--- src/rtl/spi_flag_pkg.sv ---
package spi_flag_pkg;
  typedef enum logic [1:0] {
    REG_CTRL = 2'd0,
    REG_DIR  = 2'd1,
    REG_STAT = 2'd2,
    REG_DATA = 2'd3
  } reg_addr_e;

  localparam int CTRL_SPE  = 0;
  localparam int CTRL_MSTR = 1;
  localparam int CTRL_IE   = 2;
  localparam int CTRL_FEN  = 3;

  localparam int FLAG_XFER  = 0;
  localparam int FLAG_FAULT = 1;
  localparam int NFLAG      = 2;
endpackage

--- src/rtl/spi_ctrl_regs.sv ---
module spi_ctrl_regs #(
  parameter int DW    = 8,
  parameter int DIR_W = 3
) (
  input  logic             clk_i,
  input  logic             rst_ni,
  input  logic             ctrl_we_i,
  input  logic             dir_we_i,
  input  logic [DW-1:0]    wdata_i,
  input  logic             fault_set_i,
  output logic             spe_o,
  output logic             mstr_o,
  output logic             ie_o,
  output logic             fen_o,
  output logic [DIR_W-1:0] dir_o
);
  import spi_flag_pkg::*;

  always_ff @(posedge clk_i or negedge rst_ni) begin
    if (!rst_ni) begin
      spe_o  <= 1'b0;
      mstr_o <= 1'b0;
      ie_o   <= 1'b0;
      fen_o  <= 1'b0;
    end else begin
      if (ctrl_we_i) begin
        spe_o  <= wdata_i[CTRL_SPE];
        mstr_o <= wdata_i[CTRL_MSTR];
        ie_o   <= wdata_i[CTRL_IE];
        fen_o  <= wdata_i[CTRL_FEN];
      end
      // fault overrides any same-cycle write
      if (fault_set_i) begin
        spe_o  <= 1'b0;
        mstr_o <= 1'b0;
      end
    end
  end

  always_ff @(posedge clk_i or negedge rst_ni) begin
    if (!rst_ni)          dir_o <= '0;
    else if (fault_set_i) dir_o <= '0;
    else if (dir_we_i)    dir_o <= wdata_i[DIR_W-1:0];
  end
endmodule

--- src/rtl/spi_flag_unit.sv ---
module spi_flag_unit (
  input  logic clk_i,
  input  logic rst_ni,
  input  logic set_i,
  input  logic stat_rd_i,
  input  logic clr_acc_i,
  output logic flag_o,
  output logic clr_fire_o
);
  logic arm_q;

  assign clr_fire_o = arm_q & clr_acc_i;

  always_ff @(posedge clk_i or negedge rst_ni) begin
    if (!rst_ni) begin
      flag_o <= 1'b0;
      arm_q  <= 1'b0;
    end else begin
      if (set_i)           flag_o <= 1'b1;
      else if (clr_fire_o) flag_o <= 1'b0;

      if (clr_fire_o)                arm_q <= 1'b0;
      else if (stat_rd_i && flag_o)  arm_q <= 1'b1;
    end
  end
endmodule

--- src/rtl/spi_rx_hold.sv ---
module spi_rx_hold #(
  parameter int DW = 8
) (
  input  logic          clk_i,
  input  logic          rst_ni,
  input  logic          load_i,
  input  logic [DW-1:0] byte_i,
  output logic [DW-1:0] data_o
);
  always_ff @(posedge clk_i or negedge rst_ni) begin
    if (!rst_ni)     data_o <= '0;
    else if (load_i) data_o <= byte_i;
  end
endmodule

--- src/rtl/spi_flag_ctrl.sv ---
module spi_flag_ctrl #(
  parameter int DW    = 8,
  parameter int AW    = 2,
  parameter int DIR_W = 3
) (
  input  logic             clk_i,
  input  logic             rst_ni,
  input  logic             bus_sel_i,
  input  logic             bus_we_i,
  input  logic [AW-1:0]    bus_addr_i,
  input  logic [DW-1:0]    bus_wdata_i,
  output logic [DW-1:0]    bus_rdata_o,
  input  logic             rx_done_i,
  input  logic [DW-1:0]    rx_byte_i,
  input  logic             ss_ni,
  output logic             spe_o,
  output logic             mstr_o,
  output logic [DIR_W-1:0] pin_dir_o,
  output logic             irq_o
);
  import spi_flag_pkg::*;

  logic ctrl_wr, dir_wr, stat_rd, data_acc;
  logic ie_q, fen_q, fault_set, rx_load;
  logic [NFLAG-1:0] flag_q, flag_set, flag_clr, clr_fire;
  logic [DW-1:0] data_q;

  assign ctrl_wr  = bus_sel_i &  bus_we_i & (bus_addr_i == AW'(REG_CTRL));
  assign dir_wr   = bus_sel_i &  bus_we_i & (bus_addr_i == AW'(REG_DIR));
  assign stat_rd  = bus_sel_i & ~bus_we_i & (bus_addr_i == AW'(REG_STAT));
  assign data_acc = bus_sel_i &             (bus_addr_i == AW'(REG_DATA));

  assign fault_set = spe_o & mstr_o & fen_q & ~ss_ni;
  // a byte is accepted when the slot is free or is being freed this cycle
  assign rx_load   = rx_done_i & (~flag_q[FLAG_XFER] | clr_fire[FLAG_XFER]);

  assign flag_set[FLAG_XFER]  = rx_load;
  assign flag_set[FLAG_FAULT] = fault_set;
  assign flag_clr[FLAG_XFER]  = data_acc;
  assign flag_clr[FLAG_FAULT] = ctrl_wr;

  spi_ctrl_regs #(.DW(DW), .DIR_W(DIR_W)) i_ctrl (
    .clk_i       (clk_i),
    .rst_ni      (rst_ni),
    .ctrl_we_i   (ctrl_wr),
    .dir_we_i    (dir_wr),
    .wdata_i     (bus_wdata_i),
    .fault_set_i (fault_set),
    .spe_o       (spe_o),
    .mstr_o      (mstr_o),
    .ie_o        (ie_q),
    .fen_o       (fen_q),
    .dir_o       (pin_dir_o)
  );

  for (genvar g = 0; g < NFLAG; g++) begin : g_flag
    spi_flag_unit i_flag (
      .clk_i      (clk_i),
      .rst_ni     (rst_ni),
      .set_i      (flag_set[g]),
      .stat_rd_i  (stat_rd),
      .clr_acc_i  (flag_clr[g]),
      .flag_o     (flag_q[g]),
      .clr_fire_o (clr_fire[g])
    );
  end

  spi_rx_hold #(.DW(DW)) i_rx (
    .clk_i  (clk_i),
    .rst_ni (rst_ni),
    .load_i (rx_load),
    .byte_i (rx_byte_i),
    .data_o (data_q)
  );

  assign irq_o = ie_q & (|flag_q);

  always_comb begin
    bus_rdata_o = '0;
    if (bus_sel_i && !bus_we_i) begin
      unique case (bus_addr_i)
        AW'(REG_CTRL): begin
          bus_rdata_o[CTRL_SPE]  = spe_o;
          bus_rdata_o[CTRL_MSTR] = mstr_o;
          bus_rdata_o[CTRL_IE]   = ie_q;
          bus_rdata_o[CTRL_FEN]  = fen_q;
        end
        AW'(REG_DIR):  bus_rdata_o[DIR_W-1:0] = pin_dir_o;
        AW'(REG_STAT): bus_rdata_o[NFLAG-1:0] = flag_q;
        default:       bus_rdata_o = data_q;
      endcase
    end
  end
endmodule

--- config.mk ---
export PLATFORM = sky130hd
export DESIGN_NAME = spi_flag_ctrl
export DESIGN_NICKNAME = d
export VERILOG_FILES = /design/src/rtl/spi_flag_pkg.sv /design/src/rtl/spi_ctrl_regs.sv /design/src/rtl/spi_flag_unit.sv /design/src/rtl/spi_rx_hold.sv /design/src/rtl/spi_flag_ctrl.sv
export SDC_FILE = /design/constraint.sdc
export NUM_CORES = 1
export LEC_CHECK = 0
export ABC_AREA = 1
export BUFFER_PORTS_ARGS = -buffer_cell sky130_fd_sc_hd__buf_4
export CAP_MARGIN = 15
export CORE_ASPECT_RATIO = 1.1
export CORE_UTILIZATION = 48
export DETAILED_ROUTE_END_ITERATION = 10
export PLACE_DENSITY = 0.76
export SLEW_MARGIN = 20
export SYNTH_ARGS = -nofsm -noshare
export SYNTH_HDL_FRONTEND = slang
export SYNTH_HIERARCHICAL = 1
export SYNTH_SLANG_ARGS = --single-unit
export TNS_END_PERCENT = 5
--- constraint.sdc ---
create_clock -name clk_i -period 1.53 [get_ports clk_i]
set_input_delay 0.153 -clock clk_i [delete_from_list [all_inputs] [get_ports clk_i]]
set_output_delay 0.153 -clock clk_i [all_outputs]
set_load 0.02 [all_outputs]
# Word level (Yosys, flattened, before mapping)

Index checks and enable logic that the tools add are counted.

Bitwise gates (word level): 17
Equality and inequality tests: 3
Muxes and demuxes: 19
Reduce and logical (&&, ||, !) cells: 14

Operators with widths:

| operator                                                        | number |
|---|---|
| 1-bit AND                                                       | 13 |
| 1-bit two-way mux                                               | 12 |
| 2-bit nonzero test                                              | 6 |
| 8-bit two-way mux                                               | 1 |
| 3-bit two-way mux                                               | 2 |
| 2-bit case mux with 3 select lines                              | 1 |
| 2-bit == test, second input constant                            | 2 |
| 4-bit two-way mux                                               | 1 |
| 2-bit OR reduction                                              | 2 |
| 1-bit logical AND                                               | 3 |
| 1-bit inverter                                                  | 3 |
| 1-bit case mux with 3 select lines                              | 1 |
| 3-bit OR reduction                                              | 1 |
| 2-bit by 1-bit == test with 1-bit output, second input constant | 1 |
| 2-bit logical NOT                                               | 1 |
| 1-bit case mux with 2 select lines                              | 1 |
| 1-bit logical NOT                                               | 1 |
| 1-bit bitwise OR                                                | 1 |

Register bits: 19
Input port bits: 24

# Logic depth before layout (Yosys ltp)

Gate-level depths: netlist of the first run.

Depth after elaboration: 6
Mapped depth: 11

# By module

The synthesis of the first run kept the hierarchy.

By module, submodules not included:

| module        | cells an instance | instances | area an instance (µm²) |
|---|---|---|---|
| spi_rx_hold   | 34                | 1         | 305.3 |
| spi_ctrl_regs | 31                | 1         | 276.5 |
| spi_flag_ctrl | 54                | 1         | 274.0 |
| spi_flag_unit | 12                | 2         | 87.6 |

# Least setup slack after synthesis of the first run

No wires, ideal clock.

Kind: in2reg
Start point: in bus_addr_i[0]
End point: reg i_rx.data_o[3]
Arrival time: 1.120 ns
Slack: 0.294 ns
Buffers on the path: 2
Setup time: 0.116 ns
Cell stages on the path: 11
Data required time: 1.414 ns
Path through: buf_6 -> nand2_4 -> nor2_1 -> nand2_1 -> inv_1 -> inv_1 -> a21boi_0 -> buf_6 -> inv_2 -> nand2_1 -> nand2_1

Word-level cells in the longest chain between the ends: 5

Ends and longest elaborated chain:

| what                  | line                | text |
|---|---|---|
| start, declared       | spi_flag_ctrl.sv:10 | `input logic [AW-1:0] bus_addr_i,` |
| 2-bit == test         | spi_flag_ctrl.sv:31 | `assign data_acc = bus_sel_i & (bus_addr_i == AW'(REG_DATA));` |
| 1-bit AND             | spi_flag_ctrl.sv:31 |  |
| named net data_acc    | spi_flag_ctrl.sv:23 | `logic ctrl_wr, dir_wr, stat_rd, data_acc;` |
| 1-bit AND             | spi_flag_unit.sv:12 | `assign clr_fire_o = arm_q & clr_acc_i;` |
| named net clr_fire[0] | spi_flag_ctrl.sv:25 | `logic [NFLAG-1:0] flag_q, flag_set, flag_clr, clr_fire;` |
| 1-bit bitwise OR      | spi_flag_ctrl.sv:35 | `assign rx_load = rx_done_i & (~flag_q[FLAG_XFER] \| clr_fire[FLAG_XFER]);` |
| 1-bit AND             | spi_flag_ctrl.sv:35 |  |
| named net rx_load     | spi_flag_ctrl.sv:24 | `logic ie_q, fen_q, fault_set, rx_load;` |
| end signal, assigned  | spi_rx_hold.sv:12   | `else if (load_i) data_o <= byte_i;` |
| end, declared         | spi_rx_hold.sv:8    | `output logic [DW-1:0] data_o` |

The timed path passes the listed nets, and every way through them passes these cells.
A chain may end at the register's enable or synchronous reset.

# Worst setup path after layout of the first run

Start point: reg g_flag[0].i_flag.flag_o
End point: out bus_rdata_o[0]

Word-level cells in the longest chain between the ends: 2

Ends and longest elaborated chain:

| what                               | line                | text |
|---|---|---|
| start, declared                    | spi_flag_unit.sv:7  | `output logic flag_o,` |
| start signal, assigned             | spi_flag_unit.sv:16 | `flag_o <= 1'b0;` |
| start signal, assigned             | spi_flag_unit.sv:19 | `if (set_i) flag_o <= 1'b1;` |
| start signal, assigned             | spi_flag_unit.sv:20 | `else if (clr_fire_o) flag_o <= 1'b0;` |
| 2-bit case mux with 3 select lines | spi_flag_ctrl.sv:81 | `unique case (bus_addr_i)` |
| 8-bit two-way mux                  | spi_flag_ctrl.sv:80 | `if (bus_sel_i && !bus_we_i) begin` |
| end, declared                      | spi_flag_ctrl.sv:12 | `output logic [DW-1:0] bus_rdata_o,` |

Every way passes these cells.

==> results.py, run 1 <==
metrics = {
    "die": {
        "die_h_um": 50.52,
        "die_area_sq_um": 2329,
        "die_w_um": 46.11,
        "io_pins": 38,
        "rows": 17,
        "core_sq_um": 2021,
        "initial_core_util": 0.5084,
    },
    "layout": {
        "area_delta_synth_final_pct": 29.23,
        "nets": 204,
        "diodes": 0,
        "fill_cells": 182,
        "drive_gt1_frac": 0.2514,
    },
    "detailed_routing": {
        "drt-pass1-iter-count": 4,
        "vias_per_cell": 4.652,
        "vias": 963,
        "post-route-drc-count": 0,
        "drt.antenna.violating_nets": 0,
        "wl_per_cell_um": 10.78,
        "wl_um": 2231,
        "initialDrtViolationCount": 11,
    },
    "timing": {
        "relSlewSlack": 0.6752,
        "clock.fmax_ghz": 0.7224,
        "fin_tns_setup_ns": 0,
        "finalSetupViolations": 0,
        "fin_crit_sh": 0.9048,
        "rsz0062_at_grt": "false",
        "layout_min_cycle_time_ns": 1.384,
        "maxSlewViolCount": 0,
        "whs_ns": 0.05080,
        "finalHoldViolCount": 0,
        "fin_skew_ns": 0.01101,
        "tightest_slew_ns": 0.4835,
    },
    "cts": {
        "clock_path_buffers": 2,
        "clock-sinks": 19,
        "path_clk_slew_ns": 0.11,
        "cts_made_buffers": 3,
        "cts-root-buf": "clkbuf_4",
        "tritoncts": "yes",
        "clock_latency_ns": 0.29,
        "cts-htree-levels": 1,
        "ctsResizeCount": 0,
    },
    "global_routing": {
        "grt_pass1_vias": 932,
        "antenna_found_initial": 0,
        "overflow": 0,
        "grt_max_degree": 20,
        "grt_pass1_wl_um": 3622,
        "groute.usage.overall": 0.2205,
    },
    "synth": {
        "synthCells": 142,
        "ys_warn_count": 6,
        "synth_nets": 166,
        "syn_avg_cell_area_sq_um": 7.234,
        "synthesis.area_sq_um": 1027,
    },
    "status": {
        "status": "completed",
    },
    "power": {
        "leakagePower_nw": 0.7674,
        "peakVddDrop_v": 0.0007277,
        "total_power_mw": 1.611,
        "powerDensity_nw_per_um2": 1213,
    },
    "worst_setup_path": {
        "critPathCaptureType": "output port",
        "crit_chain": "o21ai_0, nand3_1, nand2_1, inv_1, buf_4",
        "cp-start-kind": "flop",
        "arrival_ns": 1.23,
        "path_max_fanout": 5,
        "worstPathRequired_ns": 1.38,
        "slowest_delay_ns": 0.43,
        "cp_slowest_cell": "dfrtp_1",
        "path_class": "flop to output port",
    },
    "placement": {
        "dp_hpwl_um": 1702,
        "place_congestion": 0.8696,
        "io_buffers": 33,
    },
    "worst_hold_path": {
        "hp-class": "input pin to flop",
    },
    "job": {
        "maxCapViolations": 0,
    },
}
## critical path, delay by kind of cell, from the launching register on
family | cells | cell delay (ns)
buffers and inverters | 2 | 0.18
and+or+nand+nor | 2 | 0.17
AOI/OAI and AO/OA | 1 | 0.16
DFF | 1 | 0.43
## through the flow
stage          setup WS, ns  cell area [sq um]  utilization  instances
2_1_floorplan        0.2940               1027            -        142
3_3_place_gp         0.2143               1291       0.6390        202
3_5_place_dp         0.1611               1291       0.6390        202
4_1_cts              0.1301               1328       0.6570        207
5_1_grt             0.04231               1328       0.6570        207
6_report             0.1457               1328       0.6570        207
## cells in the final DEF (no fill, tap or decap), types with 3 or more instances in the layout
| cell | n |
|---|---|
| buf_4 | 35 |
| clkbuf_4 | 3 |
| dfrtp_1 | 19 |
| inv_1 | 19 |
| nand2_1 | 61 |
| nand3_1 | 13 |
| nor2_1 | 11 |
| nor3_1 | 3 |
| o21ai_0 | 4 |
## routing by layer
| metal | global-route usage | part of all wire | up-vias |
|---|---|---|---|
| met5 | 0 | 0 | - |
| met4 | 0.1029 | 0.015 | 0 |
| met3 | 0.03597 | 0.051 | 4 |
| met2 | 0.4038 | 0.53 | 29 |
| met1 | 0.2320 | 0.41 | 425 |
| li1 | - | - | 505 |
## where the power goes
group | internal (mW) | switching [mW] | total, mW
combinational | 0.233 | 0.310 | 0.543
sequential | 0.689 | 0.132 | 0.821
clock | 0.101 | 0.145 | 0.246
## cell type report
type | instances | area [sq um] | area share
flip-flops and latches | 19 | 475.5 | 0.3582
repair buffers | 36 | 272.8 | 0.2055
multi-input cells | 99 | 437.9 | 0.3299
well taps | 28 | 35.03 | 0.02639
clock buffers | 4 | 26.28 | 0.01979
inverters | 21 | 80.08 | 0.06032
## what timing repair did
item                                   4_1_cts  5_1_grt
setup buffers                                0        0
hold buffers                                 1        0
endpoints found under the hold margin       19        0
## flip-flops by register name, summed over array words and instances (netlist names)
register and cells:
i_rx/data_o 8, i_ctrl/dir_o 3, g_flag.i_flag/arm_q 2, g_flag.i_flag/flag_o 2, i_ctrl/fen_o 1, i_ctrl/ie_o 1
i_ctrl/mstr_o 1, i_ctrl/spe_o 1
## worst paths after layout
path	from	end	slack, ns	cells past startpoint
setup / recovery	g_flag[0].i_flag/flag_o	bus_rdata_o[0]	0.15	5
hold reg to reg	i_rx/data_o[7]	i_rx/data_o[7]	0.48	2
hold / removal	rx_byte_i[1]	i_rx/data_o[1]	0.05	3
max in group asynchronous	rst_ni	g_flag[1].i_flag/flag_o	1.05	2
min in group asynchronous	rst_ni	i_ctrl/dir_o[0]	0.26	2
setup reg to reg	g_flag[0].i_flag/arm_q	i_rx/data_o[3]	0.29	7
Note: power is estimated with default switching activity, not from simulation.
==> run 2, diff against run 1 <==
PLACE_DENSITY = 0.87   (was 0.76)
==> run 2 against run 1 <==
  * Clock power is 2% higher
  * Clock-buffer cell count shrank 1
  * Global-route usage increased by 0.50 points
  * Highest routed layer unchanged
  * Register-to-register slack lost 0.04 ns
  * Maximum frequency barely moved
  * Utilization rose by 0.062 points
==> results.py, run 2 (synthesis gave the netlist of run 1 again) <==
metrics = {
    "global_routing": {
        "grt_pass1_wl_um": 3767,
        "grt_pass1_vias": 922,
        "grt_max_degree": 20,
        "overflow": 0,
        "antenna_found_initial": 0,
        "groute.usage.overall": 0.2255,
    },
    "timing": {
        "whs_ns": 0.04700,
        "relSlewSlack": 0.6246,
        "maxSlewViolCount": 0,
        "tightest_slew_ns": 0.5589,
        "finalHoldViolCount": 0,
        "layout_min_cycle_time_ns": 1.385,
        "rsz0062_at_grt": "false",
        "fin_tns_setup_ns": 0,
        "clock.fmax_ghz": 0.7222,
        "fin_skew_ns": 0.001646,
        "fin_crit_sh": 0.9050,
        "finalSetupViolations": 0,
    },
    "layout": {
        "reg.largest.list": "i_rx/data_o (8), i_ctrl/dir_o (3)",
        "diodes": 0,
        "mostFrequentLayoutCell": "nand2_1",
        "final_cell_mix": "nand2_1, buf_4, inv_1, dfrtp_1, nand3_1",
        "area_delta_synth_final_pct": 29.35,
        "fill_cells": 204,
        "nets": 204,
        "top_register": "i_rx/data_o",
        "layout.cells.non_filler": 207,
        "largest_reg_flops": 8,
        "drive_gt1_frac": 0.2570,
    },
    "power": {
        "leakagePower_nw": 0.7701,
        "powerDensity_nw_per_um2": 1223,
        "peakVddDrop_v": 0.0007544,
    },
    "detailed_routing": {
        "initialDrtViolationCount": 21,
        "wl_um": 2318,
        "drt-pass1-iter-count": 4,
        "post-route-drc-count": 0,
        "drt.antenna.violating_nets": 0,
        "wl_per_cell_um": 11.20,
        "vias_per_cell": 4.763,
        "vias": 986,
    },
    "die": {
        "die_area_sq_um": 2329,
        "core_sq_um": 2021,
        "rows": 17,
        "initial_core_util": 0.5084,
        "die_w_um": 46.11,
        "die_h_um": 50.52,
        "io_pins": 38,
    },
    "worst_setup_path": {
        "critPathCaptureType": "output port",
        "cp.buffers_inverters": 2,
        "r2r_start": "g_flag[0].i_flag/arm_q",
        "critPathLaunch": "g_flag[0].i_flag/flag_o",
        "path_max_fanout": 5,
        "critical_path.top_delay_family": "flip-flops",
        "arrival_ns": 1.23,
        "cp_slowest_cell": "dfrtp_1",
        "cp-start-kind": "flop",
        "worstPathRequired_ns": 1.38,
        "crit_chain": "o21ai_0, nand3_1, nand2_1, inv_1, buf_4",
        "slowest_delay_ns": 0.44,
        "path_class": "flop to output port",
    },
    "cts": {
        "clock-sinks": 19,
        "clock_latency_ns": 0.30,
        "clock_path_buffers": 2,
        "cts-htree-levels": 1,
        "cts-root-buf": "clkbuf_4",
        "path_clk_slew_ns": 0.10,
        "cts_made_buffers": 3,
        "tritoncts": "yes",
        "postCtsSetupBuffers": 0,
    },
    "worst_hold_path": {
        "min-delay-start": "rx_byte_i[5]",
        "hp-class": "input pin to flop",
    },
    "placement": {
        "dp.cells": 202,
        "io_buffers": 33,
        "dp_hpwl_um": 1788,
        "place_congestion": 0.8335,
    },
    "status": {
        "status": "completed",
    },
    "job": {
        "maxCapViolations": 0,
    },
}
[run 2: cell types whose count changed in the layout (fill, tap and decap cells not counted), sizes merged]
cell	previous run	this run
clkbuf	4	3
clkinv	1	2
[run 2: layer usage]
layer	vias to the layer above	part of all wire	global-route usage
met4	0	0.013	0.1029
met1	444	0.42	0.2661
met3	4	0.042	0.03957
met2	34	0.52	0.3826
li1	504	-	-
met5	-	0	0
[run 2: power by group]
group	switching, mW	internal (mW)	total (mW)
Combinational	0.311	0.232	0.544
Clock	0.155	0.0974	0.252
Sequential	0.140	0.689	0.829
Total	0.606	1.02	1.62
[run 2: stage by stage]
stage | power (mW) | worst slack (ns) | util | area [sq um]
after detailed placement | 1.387 | 0.09026 | 0.6390 | 1291
final | 1.625 | 0.1453 | 0.6576 | 1329
after global placement | 1.349 | 0.1691 | 0.6390 | 1291
after global routing | 1.764 | 0.06920 | 0.6576 | 1329
after CTS | 1.644 | 0.1313 | 0.6576 | 1329
after floorplan | 1.165 | 0.2940 | - | 1027
[run 2: final cells by class]
cell class / instances / area (sq um) / share of cell area
Clock buffer: 3 / 22.52 / 0.01695
Tap cell: 28 / 35.03 / 0.02637
Inverter: 21 / 80.08 / 0.06026
Sequential cell: 19 / 475.5 / 0.3578
Timing Repair Buffer: 36 / 272.8 / 0.2053
Clock inverter: 1 / 5.005 / 0.003766
Multi-Input combinational cell: 99 / 437.9 / 0.3296
[run 2: worst register-to-register path, cell delays in order (launching register included)]
cell      delay [ns]
dfrtp_1         0.37
nand2_1         0.08
inv_1           0.06
inv_1           0.03
a21boi_0        0.32
buf_4           0.24
nand2_1         0.07
nand2_1         0.06
[run 2: worst paths after layout]
| check | slack [ns] | end | depth (start not counted) |
|---|---|---|---|
| setup / recovery | 0.15 | bus_rdata_o[0] | 5 |
| hold / removal | 0.05 | i_rx/data_o[5] | 3 |
| setup reg to reg | 0.25 | i_rx/data_o[6] | 7 |
| hold reg to reg | 0.48 | i_rx/data_o[5] | 2 |
| max in group asynchronous | 1.08 | i_ctrl/dir_o[1] | 2 |
| min in group asynchronous | 0.25 | g_flag[1].i_flag/arm_q | 2 |
[run 2: what timing repair did]
| action | in CTS | in global routing |
|---|---|---|
| resized for setup | 0 | 0 |
| hold buffers | 1 | 0 |
| hold endpoints to repair | 19 | 0 |
==> run 3, diff against run 2 <==
CORE_UTILIZATION = 51   (was 48)
PLACE_DENSITY = 0.91   (was 0.87)
clock period = 1.6 ns   (was 1.53 ns; I/O delays follow)
==> run 3 against run 2 <==
  * Combinational power decreased by 4.4%
  * Setup slack improved by 0.063 ns
  * Clock power decreased by 6%
  * Clock skew increased by 0.0038 ns
  * Critical endpoint is now bus_rdata_o[1]
  * Largest power group unchanged
  * Critical path type unchanged
==> results.py, run 3 (synthesis gave the netlist of run 1 again) <==
metrics = {
    "worst_hold_path": {
        "min-delay-start": "rx_byte_i[5]",
        "hold_depth": 3,
        "hp-class": "input pin to flop",
        "hold-path-endpoint": "i_rx/data_o[5]",
    },
    "cts": {
        "tritoncts": "yes",
        "cts-root-buf": "clkbuf_4",
        "cts_made_buffers": 3,
        "clock_latency_ns": 0.29,
        "clock-sinks": 19,
        "clock_path_buffers": 2,
        "cts-htree-levels": 1,
        "path_clk_slew_ns": 0.11,
        "ctsResizeCount": 0,
    },
    "worst_setup_path": {
        "arrival_ns": 1.23,
        "critPathCaptureType": "output port",
        "cp-start-kind": "flop",
        "r2r_start": "g_flag[0].i_flag/arm_q",
        "path_max_fanout": 3,
        "path_class": "flop to output port",
        "reg2reg_depth": 7,
        "worstPathRequired_ns": 1.44,
        "r2r_end": "i_rx/data_o[0]",
        "reg2reg_slack_ns": 0.39,
    },
    "job": {
        "maxCapViolations": 0,
    },
    "power": {
        "peakVddDrop_v": 0.0007617,
        "switchingPower_mw": 0.5663,
        "seqPwrFrac": 0.509,
        "switching_share": 0.3666,
        "leakagePower_nw": 0.7674,
        "combPwrFrac": 0.337,
        "clock_power_share": 0.154,
        "total_power_mw": 1.545,
        "internal_power_mw": 0.9783,
        "powerDensity_nw_per_um2": 1165,
    },
    "timing": {
        "final.setup.worst_slack_ns": 0.2082,
        "rsz0062_at_grt": "false",
        "finalHoldViolCount": 0,
        "fin_tns_setup_ns": 0,
        "layout_min_cycle_time_ns": 1.392,
        "fin_skew_ns": 0.005473,
        "finalSetupViolations": 0,
        "tightest_slew_ns": 0.4859,
        "clock.fmax_ghz": 0.7185,
        "fin_crit_sh": 0.8699,
        "whs_ns": 0.05851,
        "relSlewSlack": 0.6736,
        "maxSlewViolCount": 0,
    },
    "detailed_routing": {
        "wl_um": 2104,
        "initialDrtViolationCount": 24,
        "drt-pass1-iter-count": 4,
        "post-route-drc-count": 0,
        "wl_per_cell_um": 10.21,
        "vias": 972,
        "vias_per_cell": 4.718,
        "drt.antenna.violating_nets": 0,
    },
    "die": {
        "die_w_um": 44.79,
        "core_sq_um": 1842,
        "die_h_um": 49.07,
        "rows": 16,
        "die_area_sq_um": 2198,
        "io_pins": 38,
        "initial_core_util": 0.5577,
    },
    "global_routing": {
        "grt_pass1_wl_um": 3795,
        "groute.usage.overall": 0.2285,
        "grt_max_degree": 20,
        "antenna_found_initial": 0,
        "overflow": 0,
        "grt_pass1_vias": 947,
    },
    "status": {
        "status": "completed",
    },
    "placement": {
        "dp.cells": 201,
        "place_congestion": 0.8764,
        "io_buffers": 33,
        "dp_hpwl_um": 1673,
        "dpl_cell_area_sq_um": 1290,
        "place_ws_ns": 0.2345,
    },
    "layout": {
        "drive_gt1_frac": 0.2514,
        "area_delta_synth_final_pct": 29.11,
        "largest_reg_flops": 8,
        "fin_area_sq_um": 1326,
        "diodes": 0,
        "mostFrequentLayoutCell": "nand2_1",
        "top_register": "i_rx/data_o",
        "nets": 204,
        "layout.cells.non_filler": 206,
        "reg.largest.list": "i_rx/data_o (8), i_ctrl/dir_o (3)",
        "final_core_util": 0.7201,
        "final_cell_mix": "nand2_1, buf_4, inv_1, dfrtp_1, nand3_1",
    },
}
run 3: cell types whose count changed in the layout (fill, tap and decap cells not counted):
cell	change
clkbuf_1	+1
clkinv_2	-1
run 3: power groups by stage:
stage,Combinational [mW],Clock [mW],Sequential [mW]
6_report,0.520,0.238,0.787
5_1_grt,0.594,0.255,0.813
4_1_cts,0.525,0.241,0.788
3_5_place_dp,0.522,0,0.795
3_3_place_gp,0.502,0,0.785
2_1_floorplan,0.313,0,0.801
run 3: final cells by class:
| type | instances | area, sq um |
|---|---|---|
| sequential | 19 | 475.5 |
| multi-input combinational | 99 | 437.9 |
| fill | 156 | 515.5 |
| clock buffer | 4 | 26.28 |
| tap | 27 | 33.78 |
| inverter | 21 | 80.08 |
| timing repair buffer | 36 | 272.8 |
run 3: per-layer routing:
layer  up-vias  global-route usage  part of all wire
li1        502                   -                 -
met1       437              0.3079              0.42
met2        31              0.3725              0.51
met3         2             0.03333             0.060
met4         0             0.07576            0.0043
met5         -                   0                 0
run 3: worst max path at each step:
stage / to / from / slack [ns] / cells after the start
after floorplan: i_rx/data_o[3] / bus_addr_i[0] / 0.36 / 11
after global placement: i_rx/data_o[0] / bus_addr_i[0] / 0.28 / 10
after detailed placement: i_rx/data_o[0] / bus_addr_i[0] / 0.23 / 10
after CTS: bus_rdata_o[1] / i_ctrl/dir_o[1] / 0.20 / 5
after global routing: bus_rdata_o[1] / i_ctrl/dir_o[1] / 0.12 / 5
final: bus_rdata_o[1] / i_ctrl/dir_o[1] / 0.21 / 5
run 3: timing repair:
action	CTS	global route
hold endpoints to repair	19	0
hold buffers	1	0
setup buffers	0	0
run 3: worst max-delay path: stages (launching register included):
cell and delay (ns):
dfrtp_1 0.41, o21ai_0 0.19, nand3_1 0.10, nand2_1 0.07, inv_1 0.04, buf_4 0.15
